<file path="config.mk">
export PLATFORM = sky130hd
export DESIGN_NAME = st_ea_gen
export DESIGN_NICKNAME = d
export VERILOG_FILES = /design/src/rtl/st_ea_pkg.sv /design/src/rtl/st_ea_operand.sv /design/src/rtl/st_ea_adder.sv /design/src/rtl/st_ea_outreg.sv /design/src/rtl/st_ea_gen.sv
export SDC_FILE = /design/constraint.sdc
export NUM_CORES = 1
export LEC_CHECK = 0
export ABC_AREA = 1
export CORE_ASPECT_RATIO = 1.2
export CORE_MARGIN = 1.5
export CORE_UTILIZATION = 38
export DETAILED_ROUTE_END_ITERATION = 10
export GPL_ROUTABILITY_DRIVEN = 0
export SYNTH_ARGS = -nofsm -noshare
export SYNTH_HDL_FRONTEND = slang
export SYNTH_HIERARCHICAL = 1
export SYNTH_SLANG_ARGS = --single-unit
</file>
<file path="constraint.sdc">
create_clock -name clk -period 1.55 [get_ports clk]
set_clock_uncertainty 0.1 [all_clocks]
set_input_delay 0.2325 -clock clk [delete_from_list [all_inputs] [get_ports clk]]
set_output_delay 0.2325 -clock clk [all_outputs]
set_load 0.01 [all_outputs]
</file>
<file path="src/rtl/st_ea_pkg.sv">
package st_ea_pkg;
  typedef enum logic [1:0] {
    KIND_IMM = 2'b00,
    KIND_IDX = 2'b01,
    KIND_SCL = 2'b10,
    KIND_RSV = 2'b11
  } ea_kind_e;

  typedef struct packed {
    ea_kind_e kind;
    logic     upd;
  } form_t;
endpackage

</file>
<file path="src/rtl/st_ea_operand.sv">
module st_ea_operand
  import st_ea_pkg::*;
#(
  parameter int XLEN   = 64,
  parameter int RIDX_W = 5,
  parameter int DISP_W = 16,
  parameter int DS_W   = 14
) (
  input  form_t             form,
  input  logic [RIDX_W-1:0] base_idx,
  input  logic [XLEN-1:0]   base_val,
  input  logic [XLEN-1:0]   index_val,
  input  logic [DISP_W-1:0] disp,
  output logic [XLEN-1:0]   base_op,
  output logic [XLEN-1:0]   off_op,
  output logic              bad_form
);
  localparam int IMM_EXT = XLEN - DISP_W;
  localparam int SCL_EXT = XLEN - DS_W - 2;

  logic            base_zero;
  logic [XLEN-1:0] imm_off;
  logic [XLEN-1:0] scl_off;

  assign base_zero = (base_idx == '0);
  assign imm_off   = {{IMM_EXT{disp[DISP_W-1]}}, disp};
  assign scl_off   = {{SCL_EXT{disp[DS_W-1]}}, disp[DS_W-1:0], 2'b00};

  always_comb begin
    base_op = (!form.upd && base_zero) ? '0 : base_val;
    case (form.kind)
      KIND_IMM: off_op = imm_off;
      KIND_IDX: off_op = index_val;
      KIND_SCL: off_op = scl_off;
      default:  off_op = '0;
    endcase
    bad_form = (form.upd && base_zero) || (form.kind == KIND_RSV);
  end
endmodule

</file>
<file path="src/rtl/st_ea_adder.sv">
module st_ea_adder #(
  parameter int XLEN = 64
) (
  input  logic [XLEN-1:0] a,
  input  logic [XLEN-1:0] b,
  output logic [XLEN-1:0] sum
);
  assign sum = a + b;
endmodule

</file>
<file path="src/rtl/st_ea_outreg.sv">
module st_ea_outreg #(
  parameter int XLEN    = 64,
  parameter int RIDX_W  = 5,
  parameter bit REG_OUT = 1'b1
) (
  input  logic              clk,
  input  logic              rst_n,
  input  logic              load,
  input  logic [XLEN-1:0]   ea_d,
  input  logic              req_d,
  input  logic              wb_d,
  input  logic [RIDX_W-1:0] idx_d,
  input  logic              inv_d,
  output logic [XLEN-1:0]   ea_q,
  output logic              req_q,
  output logic              wb_q,
  output logic [RIDX_W-1:0] idx_q,
  output logic              inv_q
);
  generate
    if (REG_OUT) begin : g_reg
      logic [XLEN-1:0]   ea_nxt;
      logic [RIDX_W-1:0] idx_nxt;

      always_comb begin
        ea_nxt  = load ? ea_d  : ea_q;
        idx_nxt = load ? idx_d : idx_q;
      end

      always_ff @(posedge clk or negedge rst_n) begin
        if (!rst_n) begin
          ea_q  <= '0;
          idx_q <= '0;
          req_q <= 1'b0;
          wb_q  <= 1'b0;
          inv_q <= 1'b0;
        end else begin
          ea_q  <= ea_nxt;
          idx_q <= idx_nxt;
          req_q <= req_d;
          wb_q  <= wb_d;
          inv_q <= inv_d;
        end
      end
    end else begin : g_comb
      logic unused_load;
      assign unused_load = load;
      assign ea_q  = ea_d;
      assign idx_q = idx_d;
      assign req_q = req_d;
      assign wb_q  = wb_d;
      assign inv_q = inv_d;
    end
  endgenerate

  // an invalid form lets no request through
  assert_inv_blocks_req_R7: assert property (@(posedge clk) disable iff (!rst_n)
    inv_q |-> (!req_q && !wb_q));
  // write-back never targets register zero
  assert_wb_nonzero_R6: assert property (@(posedge clk) disable iff (!rst_n)
    wb_q |-> (idx_q != '0));
  // a write-back rides with a memory request
  assert_wb_with_req_R5: assert property (@(posedge clk) disable iff (!rst_n)
    wb_q |-> req_q);
endmodule

</file>
<file path="src/rtl/st_ea_gen.sv">
module st_ea_gen
  import st_ea_pkg::*;
#(
  parameter int XLEN    = 64,
  parameter int RIDX_W  = 5,
  parameter int DISP_W  = 16,
  parameter int DS_W    = 14,
  parameter bit REG_OUT = 1'b1
) (
  input  logic              clk,
  input  logic              rst_n,
  input  logic              in_valid,
  input  logic [2:0]        form_sel,
  input  logic [RIDX_W-1:0] base_idx,
  input  logic [XLEN-1:0]   base_val,
  input  logic [XLEN-1:0]   index_val,
  input  logic [DISP_W-1:0] disp,
  output logic [XLEN-1:0]   ea_o,
  output logic              req_o,
  output logic              wb_en_o,
  output logic [RIDX_W-1:0] wb_idx_o,
  output logic              invalid_o
);
  localparam int IMM_EXT = XLEN - DISP_W;

  form_t           form;
  logic [XLEN-1:0] base_op;
  logic [XLEN-1:0] off_op;
  logic [XLEN-1:0] ea_c;
  logic            bad_form;
  logic            req_c;
  logic            wb_c;
  logic            inv_c;

  assign form = form_t'(form_sel);

  st_ea_operand #(
    .XLEN(XLEN), .RIDX_W(RIDX_W), .DISP_W(DISP_W), .DS_W(DS_W)
  ) u_operand (
    .form      (form),
    .base_idx  (base_idx),
    .base_val  (base_val),
    .index_val (index_val),
    .disp      (disp),
    .base_op   (base_op),
    .off_op    (off_op),
    .bad_form  (bad_form)
  );

  st_ea_adder #(.XLEN(XLEN)) u_adder (
    .a   (base_op),
    .b   (off_op),
    .sum (ea_c)
  );

  always_comb begin
    inv_c = in_valid && bad_form;
    req_c = in_valid && !bad_form;
    wb_c  = req_c && form.upd;
  end

  st_ea_outreg #(
    .XLEN(XLEN), .RIDX_W(RIDX_W), .REG_OUT(REG_OUT)
  ) u_outreg (
    .clk   (clk),
    .rst_n (rst_n),
    .load  (in_valid),
    .ea_d  (ea_c),
    .req_d (req_c),
    .wb_d  (wb_c),
    .idx_d (base_idx),
    .inv_d (inv_c),
    .ea_q  (ea_o),
    .req_q (req_o),
    .wb_q  (wb_en_o),
    .idx_q (wb_idx_o),
    .inv_q (invalid_o)
  );

  // zero base field without write-back means a literal zero base
  assert_zero_base_imm_R1: assert property (@(posedge clk) disable iff (!rst_n)
    (in_valid && !form.upd && base_idx == '0 && form.kind == KIND_IMM)
      |-> (ea_c == {{IMM_EXT{disp[DISP_W-1]}}, disp}));
  // scaled offset leaves the base's low two bits untouched
  assert_scaled_align_R4: assert property (@(posedge clk) disable iff (!rst_n)
    (in_valid && form.kind == KIND_SCL) |-> (ea_c[1:0] == base_op[1:0]));
endmodule

</file>
==> results.yml <==
routing:
  drt-wirelength-per-cell_um: 18.78
  dr.pass1.iters: 8
  viasPerCell: 5.226
  drc: 0
  drtIter0Drc: 1092
  antenna_left: 0
  vias: 14140
  finalWirelength_um: 50810
synthesis:
  synth-seq-area-share_pct: 17.87
  synth_seq_cells: 72
  syn_area_per_cell_sq_um: 5.261
  synthesis.area_sq_um: 10080
  yosys_warnings: 6
  synth_top_area_share_pct: 33.25
  syn_inst: 1916
  ys_top_cells_by_area: "nand2_1, dfrtp_1, inv_1"
  yosysUniqueCellTypes: 30
  synth_area_leader_cell: "nand2_1"
  synth_top_flop_cell: "dfrtp_1"
  async_reset_ff_share_pct: 100.0
  synth-edff-count: 0
  synth_nets: 2135
floorplanning:
  row_count: 65
  coreArea_sq_um: 26190
  start_util_pct: 38.49
  fp.dieH_um: 181.4
  ioPinCount: 227
  die-width_um: 151.7
  dieArea_sq_um: 27520
critical_path:
  cp-end-kind: "flip-flop"
  cp_cell_sequence: "buf_8, inv_4, nor2_4, buf_12, nand2_8, buf_12, buf_16, nand3_2, ha_4, nand2_4, buf_6, nor2_4, inv_4, nor2_4, nand2_1, nor2_2, nand2_4, nand4_1, nand2_1, nand2_1, nand2_1"
  path_max_fanout: 6
  critPathTopFamily: "simple AND/OR/NAND/NOR gates"
  critPathMaxStageDelay_ps: 330
  critPathKind: "input pin to flip-flop"
  required_ps: 1710
  critPathBufInv: 7
  startpoint_type: "input pin"
  crit_path_frequent_cell: "nand2_1"
  reg2reg_from: "u_outreg/ea_q[36]$_DFFE_PN0P_"
  cp.arrival_ps: 2710
  cpMaxStageDelayCell: "ha_4"
  setup.worst_path.start: "form_sel[2]"
outcome:
  violations: "negative setup slack"
  status: "finished with violations"
place:
  port_buffers: 226
  dp_hpwl_um: 31340
global_routing:
  grt_usage_pct: 34.31
  grt_max_degree: 52
  gr-total-overflow: 0
  antenna_found_initial: 0
  grt_pass1_wl_um: 72010
  grt_pass1_vias: 13950
cells_and_area:
  syn_to_final_growth_pct: 88.47
  multiInputGateArea_sq_um: 10080
  nNetsFinal: 2585
  final_cell_mix: "nand2_1, inv_1, nand2_2, buf_4, clkdlybuf4s50_1"
  diodes: 0
  drive_gt1_share_pct: 39.81
  final_common_cell: "nand2_1"
  seqCellArea_sq_um: 1807
  fillCellCount: 2042
clock_tree:
  h-tree-depth: 3
  clk_pin_slew_ps: 70
  cts_sinks: 72
  clock_latency_ps: 360
  clockRootBuffer: "clkbuf_16"
  cts_tree: "yes"
  clk_path_buf_depth: 2
  cts_made_buffers: 9
sta:
  period_share_pct: 164.4
  slew_headroom_pct: 71.79
  rsz0062_at_grt: "yes"
  slew_violations: 0
  finalSetupViolCount: 63
  worst_slew_pin_slew_ps: 423.1
  fin_ws_ps: -998.9
  hold_violations: 0
  setup_tns_ps: -49530
  finalCriticalPeriod_ps: 2549
  max_freq_mhz: 392.3
power:
  total_power_w: 0.01349
  powerDensity_nw_per_um2: 710.1
  ir_worst_vdd_v: 0.0004403
  leakage_nw: 10.47
worst_hold_path:
  hp-class: "input pin to asynchronous set/reset pin"
flow_run:
  drv_cap: 0
==> worst paths after layout <==
check	endpoint	slack, ps	cells past startpoint
worst max-delay path	u_outreg/ea_q[52]$_DFFE_PN0P_	-1000	21
worst min-delay path	u_outreg/ea_q[33]$_DFFE_PN0P_	190	2
worst max register to register	u_outreg/ea_q[36]$_DFFE_PN0P_	720	2
worst min register to register	u_outreg/idx_q[2]$_DFFE_PN0P_	370	2
max in group asynchronous	u_outreg/ea_q[36]$_DFFE_PN0P_	510	3
min in group clk	u_outreg/ea_q[63]$_DFFE_PN0P_	230	4
==> repair_timing <==
item / in CTS / in global routing
setup buffers: 58 / 29
hold buffers: 6 / 0
setup endpoints to repair: 135 / 63
pin swaps: 196 / 180
gates resized for setup: 599 / 366
gates cloned: 18 / 4
hold endpoints to repair: 77 / 0
==> through the flow <==
stage | std cells | instance area [sq um] | setup slack [ps] | hold slack (ps) | utilization [%]
after CTS | 2689 | 17550 | -875.7 | 186.7 | 67.03
after detailed placement | 2603 | 14110 | -1853 | 18.11 | 53.89
after global placement | 2603 | 14110 | -1822 | 14.79 | 53.89
after floorplan | 1916 | 10330 | -827.2 | -163.1 | -
after global routing | 2706 | 19000 | -1058 | 203.5 | 72.54
final | 2706 | 19000 | -998.9 | 194.1 | 72.54
==> where the power goes <==
group          internal (W)  switching [W]  total [W]
logic               0.00375        0.00472    0.00847
clock network       0.00143        0.00104    0.00247
registers           0.00228       0.000276    0.00255
==> sequential cells by signal (all words and copies together) (netlist names) <==
signal and flops:
u_outreg/ea_q 64, u_outreg/idx_q 5, u_outreg/inv_q 1, u_outreg/req_q 1, u_outreg/wb_q 1
==> kinds of logic after synthesis <==
kind of cell	count (synthesis)	share of synthesized area (%)
flip-flops	72	17.87
AO/OA/AOI/OAI	46	2.358
XOR/XNOR	32	2.781
AND/OR/NAND/NOR	1270	52.20
buffers and inverters	432	16.77
adder cells (fa/ha/maj)	64	8.019
==> layer usage <==
metal | share of wire, % | vias up | track usage, %
li1 | - | 6556 | -
met1 | 35 | 6562 | 37.51
met2 | 49 | 757 | 59.53
met3 | 7.3 | 266 | 3.719
met4 | 9.2 | 0 | 26.77
met5 | 0 | - | 0
==> synth_stat cells (3+ instances only) <==
library cell / instances
buf_4: 3
a21oi_1: 40
nand2_2: 32
buf_2: 26
inv_2: 6
buf_6: 3
ha_1: 63
nor3_2: 3
nand4_1: 12
nor3_1: 11
xor2_1: 31
nand3_2: 11
o21ai_0: 3
dfrtp_1: 72
nor2_4: 6
o21bai_1: 3
nor2_2: 28
nand2_1: 893
clkbuf_1: 7
nand3_1: 111
inv_1: 385
nor2_1: 158
==> layout make-up <==
class,instances,area share [%]
Timing Repair Buffer,478,25.61
Multi-Input combinational cell,1412,53.06
Sequential cell,72,9.511
Inverter,393,7.884
Clock buffer,9,1.186
Clock inverter,7,0.5401
Tap cell,335,2.206
Power figures use the tool's default switching activity.
